<file path="config.mk">
export PLATFORM = sky130hd
export DESIGN_NAME = nibble_inst_asm
export DESIGN_NICKNAME = d
export VERILOG_FILES = /design/src/rtl/nia_pkg.sv /design/src/rtl/nia_byte_pick.sv /design/src/rtl/nia_field_acc.sv /design/src/rtl/nia_out_reg.sv /design/src/rtl/nibble_inst_asm.sv
export SDC_FILE = /design/constraint.sdc
export NUM_CORES = 2
export LEC_CHECK = 0
export ABC_CLOCK_PERIOD_IN_PS = 3220
export BUFFER_PORTS_ARGS = -buffer_cell sky130_fd_sc_hd__buf_2
export CAP_MARGIN = 10
export CORE_MARGIN = 2
export CORE_UTILIZATION = 40
export DETAILED_ROUTE_END_ITERATION = 10
export SKIP_CTS_REPAIR_TIMING = 1
export SLEW_MARGIN = 25
export SYNTH_ARGS = -nofsm -noshare
export SYNTH_HDL_FRONTEND = slang
export SYNTH_HIERARCHICAL = 1
export SYNTH_SLANG_ARGS = --single-unit
</file>
<file path="constraint.sdc">
create_clock -name clk_i -period 3.22 [get_ports clk_i]
set_input_delay 0.322 -clock clk_i [delete_from_list [all_inputs] [get_ports clk_i]]
set_output_delay 0.322 -clock clk_i [all_outputs]
set_load 0.01 [all_outputs]
</file>
<file path="src/rtl/nia_pkg.sv">
package nia_pkg;
  localparam int unsigned NIB_W      = 4;
  localparam int unsigned NUM_FIELDS = 4;

  typedef enum logic [1:0] {
    FLD_OPCODE    = 2'd0,
    FLD_FLAGS_DST = 2'd1,
    FLD_SRC1      = 2'd2,
    FLD_SRC2      = 2'd3
  } field_sel_e;

  typedef struct packed {
    logic       hold;
    logic       inv;
    field_sel_e sel;
    logic [3:0] nib;
  } enc_byte_t;
endpackage

</file>
<file path="src/rtl/nia_byte_pick.sv">
module nia_byte_pick
  import nia_pkg::*;
#(
  parameter int unsigned LINE_BYTES = 16,
  localparam int unsigned OFF_W = $clog2(LINE_BYTES)
) (
  input  logic [LINE_BYTES*8-1:0] line_i,
  input  logic [OFF_W-1:0]        off_i,
  output enc_byte_t               byte_o
);
  logic [7:0] slice [LINE_BYTES];

  for (genvar b = 0; b < LINE_BYTES; b++) begin : g_slice
    assign slice[b] = line_i[b*8 +: 8];
  end

  assign byte_o = enc_byte_t'(slice[off_i]);
endmodule

</file>
<file path="src/rtl/nia_field_acc.sv">
module nia_field_acc
  import nia_pkg::*;
#(
  parameter int unsigned FIELD_W = 64
) (
  input  logic [FIELD_W-1:0] field_q_i,
  input  logic               sel_i,
  input  logic               inv_i,
  input  logic [NIB_W-1:0]   nib_i,
  output logic [FIELD_W-1:0] field_d_o
);
  logic [FIELD_W-1:0] base;
  logic [FIELD_W-1:0] shifted;

  always_comb begin
    base      = inv_i ? ~field_q_i : field_q_i;
    shifted   = {base[FIELD_W-NIB_W-1:0], nib_i};
    field_d_o = sel_i ? shifted : field_q_i;
  end
endmodule

</file>
<file path="src/rtl/nia_out_reg.sv">
module nia_out_reg #(
  parameter int unsigned DATA_W = 8
) (
  input  logic              clk_i,
  input  logic              rst_ni,
  input  logic              load_i,
  input  logic [DATA_W-1:0] data_i,
  input  logic              ready_i,
  output logic              valid_o,
  output logic [DATA_W-1:0] data_o
);
  always_ff @(posedge clk_i or negedge rst_ni) begin
    if (!rst_ni) begin
      valid_o <= 1'b0;
      data_o  <= '0;
    end else begin
      if (load_i) begin
        valid_o <= 1'b1;
        data_o  <= data_i;
      end else if (ready_i) begin
        valid_o <= 1'b0;
      end
    end
  end
endmodule

</file>
<file path="src/rtl/nibble_inst_asm.sv">
module nibble_inst_asm
  import nia_pkg::*;
#(
  parameter int unsigned PC_W       = 32,
  parameter int unsigned LINE_BYTES = 16,
  parameter int unsigned FIELD_W    = 64,
  parameter int unsigned EPOCH_W    = 8,
  parameter int unsigned MAX_BYTES  = 64,
  localparam int unsigned LINE_LOG2 = $clog2(LINE_BYTES),
  localparam int unsigned LADDR_W   = PC_W - LINE_LOG2,
  localparam int unsigned SIZE_W    = $clog2(MAX_BYTES + 1)
) (
  input  logic                    clk_i,
  input  logic                    rst_ni,
  input  logic                    restart_valid_i,
  input  logic [PC_W-1:0]         restart_pc_i,
  input  logic [EPOCH_W-1:0]      restart_epoch_i,
  input  logic                    bundle_valid_i,
  input  logic [LADDR_W-1:0]      bundle_line_i,
  input  logic [LINE_BYTES*8-1:0] bundle_data_i,
  output logic [PC_W-1:0]         decode_pc_o,
  output logic                    byte_take_o,
  output logic                    inst_valid_o,
  input  logic                    inst_ready_i,
  output logic [PC_W-1:0]         inst_start_pc_o,
  output logic [SIZE_W-1:0]       inst_size_o,
  output logic [FIELD_W-1:0]      inst_opcode_o,
  output logic [FIELD_W-1:0]      inst_flags_dst_o,
  output logic [FIELD_W-1:0]      inst_src1_o,
  output logic [FIELD_W-1:0]      inst_src2_o,
  output logic [EPOCH_W-1:0]      inst_epoch_o,
  output logic [PC_W-1:0]         inst_next_pc_o,
  output logic [PC_W-1:0]         inst_pred_pc_o
);
  localparam int unsigned PAY_W = 3*PC_W + SIZE_W + NUM_FIELDS*FIELD_W + EPOCH_W;

  logic [PC_W-1:0]    pc_q, start_q, pc_inc;
  logic [SIZE_W-1:0]  size_q, size_inc;
  logic [EPOCH_W-1:0] epoch_q;
  logic [NUM_FIELDS-1:0][FIELD_W-1:0] field_q, field_d;

  enc_byte_t cur;
  logic line_hit, slot_free, under_limit, take, emit;
  logic [PAY_W-1:0] pay_d, pay_q;

  nia_byte_pick #(.LINE_BYTES(LINE_BYTES)) u_pick (
    .line_i (bundle_data_i),
    .off_i  (pc_q[LINE_LOG2-1:0]),
    .byte_o (cur)
  );

  for (genvar f = 0; f < NUM_FIELDS; f++) begin : g_fld
    nia_field_acc #(.FIELD_W(FIELD_W)) u_acc (
      .field_q_i (field_q[f]),
      .sel_i     (cur.sel == field_sel_e'(f)),
      .inv_i     (cur.inv),
      .nib_i     (cur.nib),
      .field_d_o (field_d[f])
    );
  end

  always_comb begin
    line_hit    = bundle_line_i == pc_q[PC_W-1:LINE_LOG2];
    slot_free   = !inst_valid_o || inst_ready_i;
    under_limit = size_q < SIZE_W'(MAX_BYTES);
    take        = bundle_valid_i && line_hit && slot_free && under_limit && !restart_valid_i;
    emit        = take && !cur.hold;
    pc_inc      = pc_q + PC_W'(1);
    size_inc    = size_q + SIZE_W'(1);
  end

  always_ff @(posedge clk_i or negedge rst_ni) begin
    if (!rst_ni) begin
      pc_q    <= '0;
      start_q <= '0;
      size_q  <= '0;
      epoch_q <= '0;
      field_q <= '0;
    end else if (restart_valid_i) begin
      pc_q    <= restart_pc_i;
      start_q <= restart_pc_i;
      size_q  <= '0;
      epoch_q <= restart_epoch_i;
      field_q <= '0;
    end else if (take) begin
      pc_q <= pc_inc;
      if (emit) begin
        start_q <= pc_inc;
        size_q  <= '0;
        field_q <= '0;
      end else begin
        size_q  <= size_inc;
        field_q <= field_d;
      end
    end
  end

  // payload captures the completing byte's field update
  assign pay_d = {start_q, size_inc, field_d[0], field_d[1], field_d[2], field_d[3],
                  epoch_q, pc_inc, pc_inc};

  nia_out_reg #(.DATA_W(PAY_W)) u_out (
    .clk_i   (clk_i),
    .rst_ni  (rst_ni),
    .load_i  (emit),
    .data_i  (pay_d),
    .ready_i (inst_ready_i),
    .valid_o (inst_valid_o),
    .data_o  (pay_q)
  );

  assign {inst_start_pc_o, inst_size_o, inst_opcode_o, inst_flags_dst_o, inst_src1_o,
          inst_src2_o, inst_epoch_o, inst_next_pc_o, inst_pred_pc_o} = pay_q;

  assign decode_pc_o = pc_q;
  assign byte_take_o = take;
endmodule

</file>
==> impl_metrics.tcl <==
set metrics [dict create \
    fp-row-count 108 \
    synth_cells 2716 \
    path_cells "xor2_1, nor4_1, and4_1, nand3_1, buf_4, nor2_1, buf_2" \
    die_area_um2 89200 \
    die_w_um 299 \
    worst_hold_startpoint "restart_pc_i[1]" \
    hold_path_class "primary input to flip-flop" \
    clk_pin_slew_ns 0.06 \
    slew_violations 0 \
    cts_sinks 703 \
    setup_viol 0 \
    fp.dieH_um 299 \
    drc 0 \
    grt.overflow.total 0 \
    track_usage_pct 21.8 \
    outcome "finished, violations left" \
    synth_edf_count 0 \
    violations "negative hold slack" \
    wl_um 99000 \
    critPathCaptureType "output port" \
    synth-seq-area-share_pct 50.7 \
    nets 3574 \
    yosysWarnings 6 \
    coreArea_um2 86300 \
    hpwl_um 71500 \
    max_freq_mhz 329 \
    cap_violations 0 \
    cpMaxStageDelayCell "dfrtp_1" \
    grt_pass1_vias 24300 \
    grt.met2_usage_pct 35.6 \
    synth_nets 2919 \
    viasPerCell 5.20 \
    worstSetupStartpointType "flip-flop" \
    p_switching_uw 8460 \
    cts_buffers 80 \
    required_ns 2.90 \
    p_comb_share_pct 28.5 \
    synth_seq_cells 703 \
    place_area_um2 39700 \
    p_int_uw 17500 \
    grt_max_degree 97 \
    min_path_cells 3 \
    vias 23800 \
    synth_area_leader_cell "dfrtp_1" \
    min_to "decode_pc_o[1]" \
    port_buffers 601 \
    leakagePower_uw 0.0206 \
    htree_levels 3 \
    place_congestion 0.852 \
    finClkSkew_ns 0.0544 \
    pin_count 602 \
    drive_gt1_share_pct 39.7 \
    path_max_fanout 7 \
    clockBufferDepth 3 \
    most-common-layout-cells "701 x dfrtp_1, 600 x buf_2, 301 x mux2_4" \
    root_buffer "clkbuf_16" \
    seq_power_share_pct 34.9 \
    start_util_pct 40.2 \
    drt_iter0_drc 1485 \
    nFillCells 7695 \
    hold_violations 1 \
    top_usage_layer "met2" \
    ff2ff_path_depth 8 \
    path_class "flip-flop to output port" \
    synth_area_um2 34700 \
    wl_per_cell_um 21.6 \
    setup_tns_ns 0 \
    r2r_start "decode_pc_o[0]" \
    p_per_area_nw_per_um2 609 \
    slowest_delay_ns 0.49 \
    met3_usage_pct 5.14 \
    power_frac_clock_pct 36.6 \
    power.share.switching_pct 32.5 \
    antenna_found_initial 10 \
    cts_tree "yes" \
    synth.area.top_cells "dfrtp_1 51%, mux2_4 13%, xnor2_1 7.2%" \
    finalHoldWorstSlack_ns -0.00849 \
    first_pass_iters 5 \
    finalCritPeriodShare_pct 94.4 \
    postLayoutCellArea_um2 42700 \
    worst_slew_pin_slew_ns 0.640 \
    layout_commonest_cell "dfrtp_1" \
    r2r_end "u_out/data_o[12]" \
    async_flop_share_pct 100 \
    area_growth_syn_to_layout_pct 23.1 \
    r2r_slack_ns 0.21 \
    rsz0062_at_grt "no" \
    ant_nets 0 \
    met1_usage_pct 28.7 \
    worstSkewPairLatency_ns 0.65 \
    layout_min_cycle_time_ns 3.04 \
    ys.flop_type "dfrtp_1" \
    peakVddDrop_uv 372 \
    relSlewSlack_pct 57.4 \
    syn_avg_cell_area_um2 12.8 \
    grt_pass1_wl_um 151000 \
    synth_top_area_share_pct 50.7 \
    ys_types 53 \
    crit_arrival_ns 2.72 \
]
power groups by stage:
stage,clock [uW],sequential [uW],combinational [uW]
after CTS,9780,9080,7460
after floorplan,0,9220,5240
after global placement,0,9230,7390
after global routing,10200,9090,8130
final,9530,9080,7400
after detailed placement,0,9240,7410
metal layers:
layer / wire, um / up-vias / part of all wire (%)
met5: 35 / - / 0.035
met4: 2410 / 6 / 2.4
met3: 6250 / 133 / 6.3
met2: 47600 / 684 / 48
met1: 42700 / 12000 / 43
li1: - / 11000 / -
logic make-up (layout without fill, tap and decap cells):
logic type      after synthesis  count (layout)  synth area share (%)
simple gates                402             402                  5.13
xor+xnor                    316             316                  7.97
other cells                   0               2                     0
fa+ha+maj                     2               2                0.0721
mux                         476             476                  19.8
flops                       703             703                  50.7
compound gates              575             575                  11.4
buf+inv                     242             958                  5.00
stage by stage:
step | setup WS (ns) | std cells | power [uW] | utilization, %
floorplan | 0.370 | 2716 | 14500 | -
global placement | 0.219 | 4419 | 16600 | 46.0
detailed placement | 0.206 | 4419 | 16600 | 46.0
CTS | 0.135 | 4562 | 26300 | 49.2
global route | 0.0678 | 4589 | 27400 | 49.5
finish | 0.182 | 4589 | 26000 | 49.5
state kept, by name, summed over array words and instances, names as in the netlist:
register / cells
start_q: 32
decode_pc_o: 32
u_out/data_o: 367
epoch_q: 8
u_out/valid_o: 1
field_q: 256
size_q: 7
cell usage after synthesis (all sizes together), types with 5 or more instances:
cell type and count:
inv 15, mux2 419, or3 5, a21oi 253
o21ai 28, nor2 255, nand4 16, o21a 5
o31a 5, nand3 17, mux2i 25, xor2 31
nand2 40, buf 168, clkbuf 56, nor3 17
a22oi 16, xnor2 285, nor2b 5, mux4 32
a22o 257, nor4 24, dfrtp 703
area by class of cell:
cell class                      instances  area [um2]  area share [%]
Antenna cell                            2        5.00          0.0117
Clock buffer                          110        2310            5.40
Clock inverter                         33         460            1.08
Inverter                               15        56.3           0.132
Multi-Input combinational cell       1771       15500            36.2
Sequential cell                       703       17600            41.2
Tap cell                             1155        1450            3.38
Timing Repair Buffer                  800        5400            12.6
worst max-delay path by stage:
stage                         start           endpoint  slack [ns]
floorplan           decode_pc_o[26]  u_out/data_o[245]        0.37
global placement     decode_pc_o[0]  u_out/data_o[145]        0.22
detailed placement   decode_pc_o[0]   u_out/data_o[92]        0.21
CTS                 decode_pc_o[16]        byte_take_o        0.13
global route         decode_pc_o[7]        byte_take_o        0.07
finish              decode_pc_o[16]        byte_take_o        0.18
critical path, delay by kind of cell, from the launching register on:
family                 cells  cell delay (ns)
buffers and inverters      2             0.38
AND/OR/NAND/NOR            4             0.99
XOR/XNOR                   1             0.21
flip-flops                 1             0.49
No activity file was read; power rests on OpenSTA's default activity.
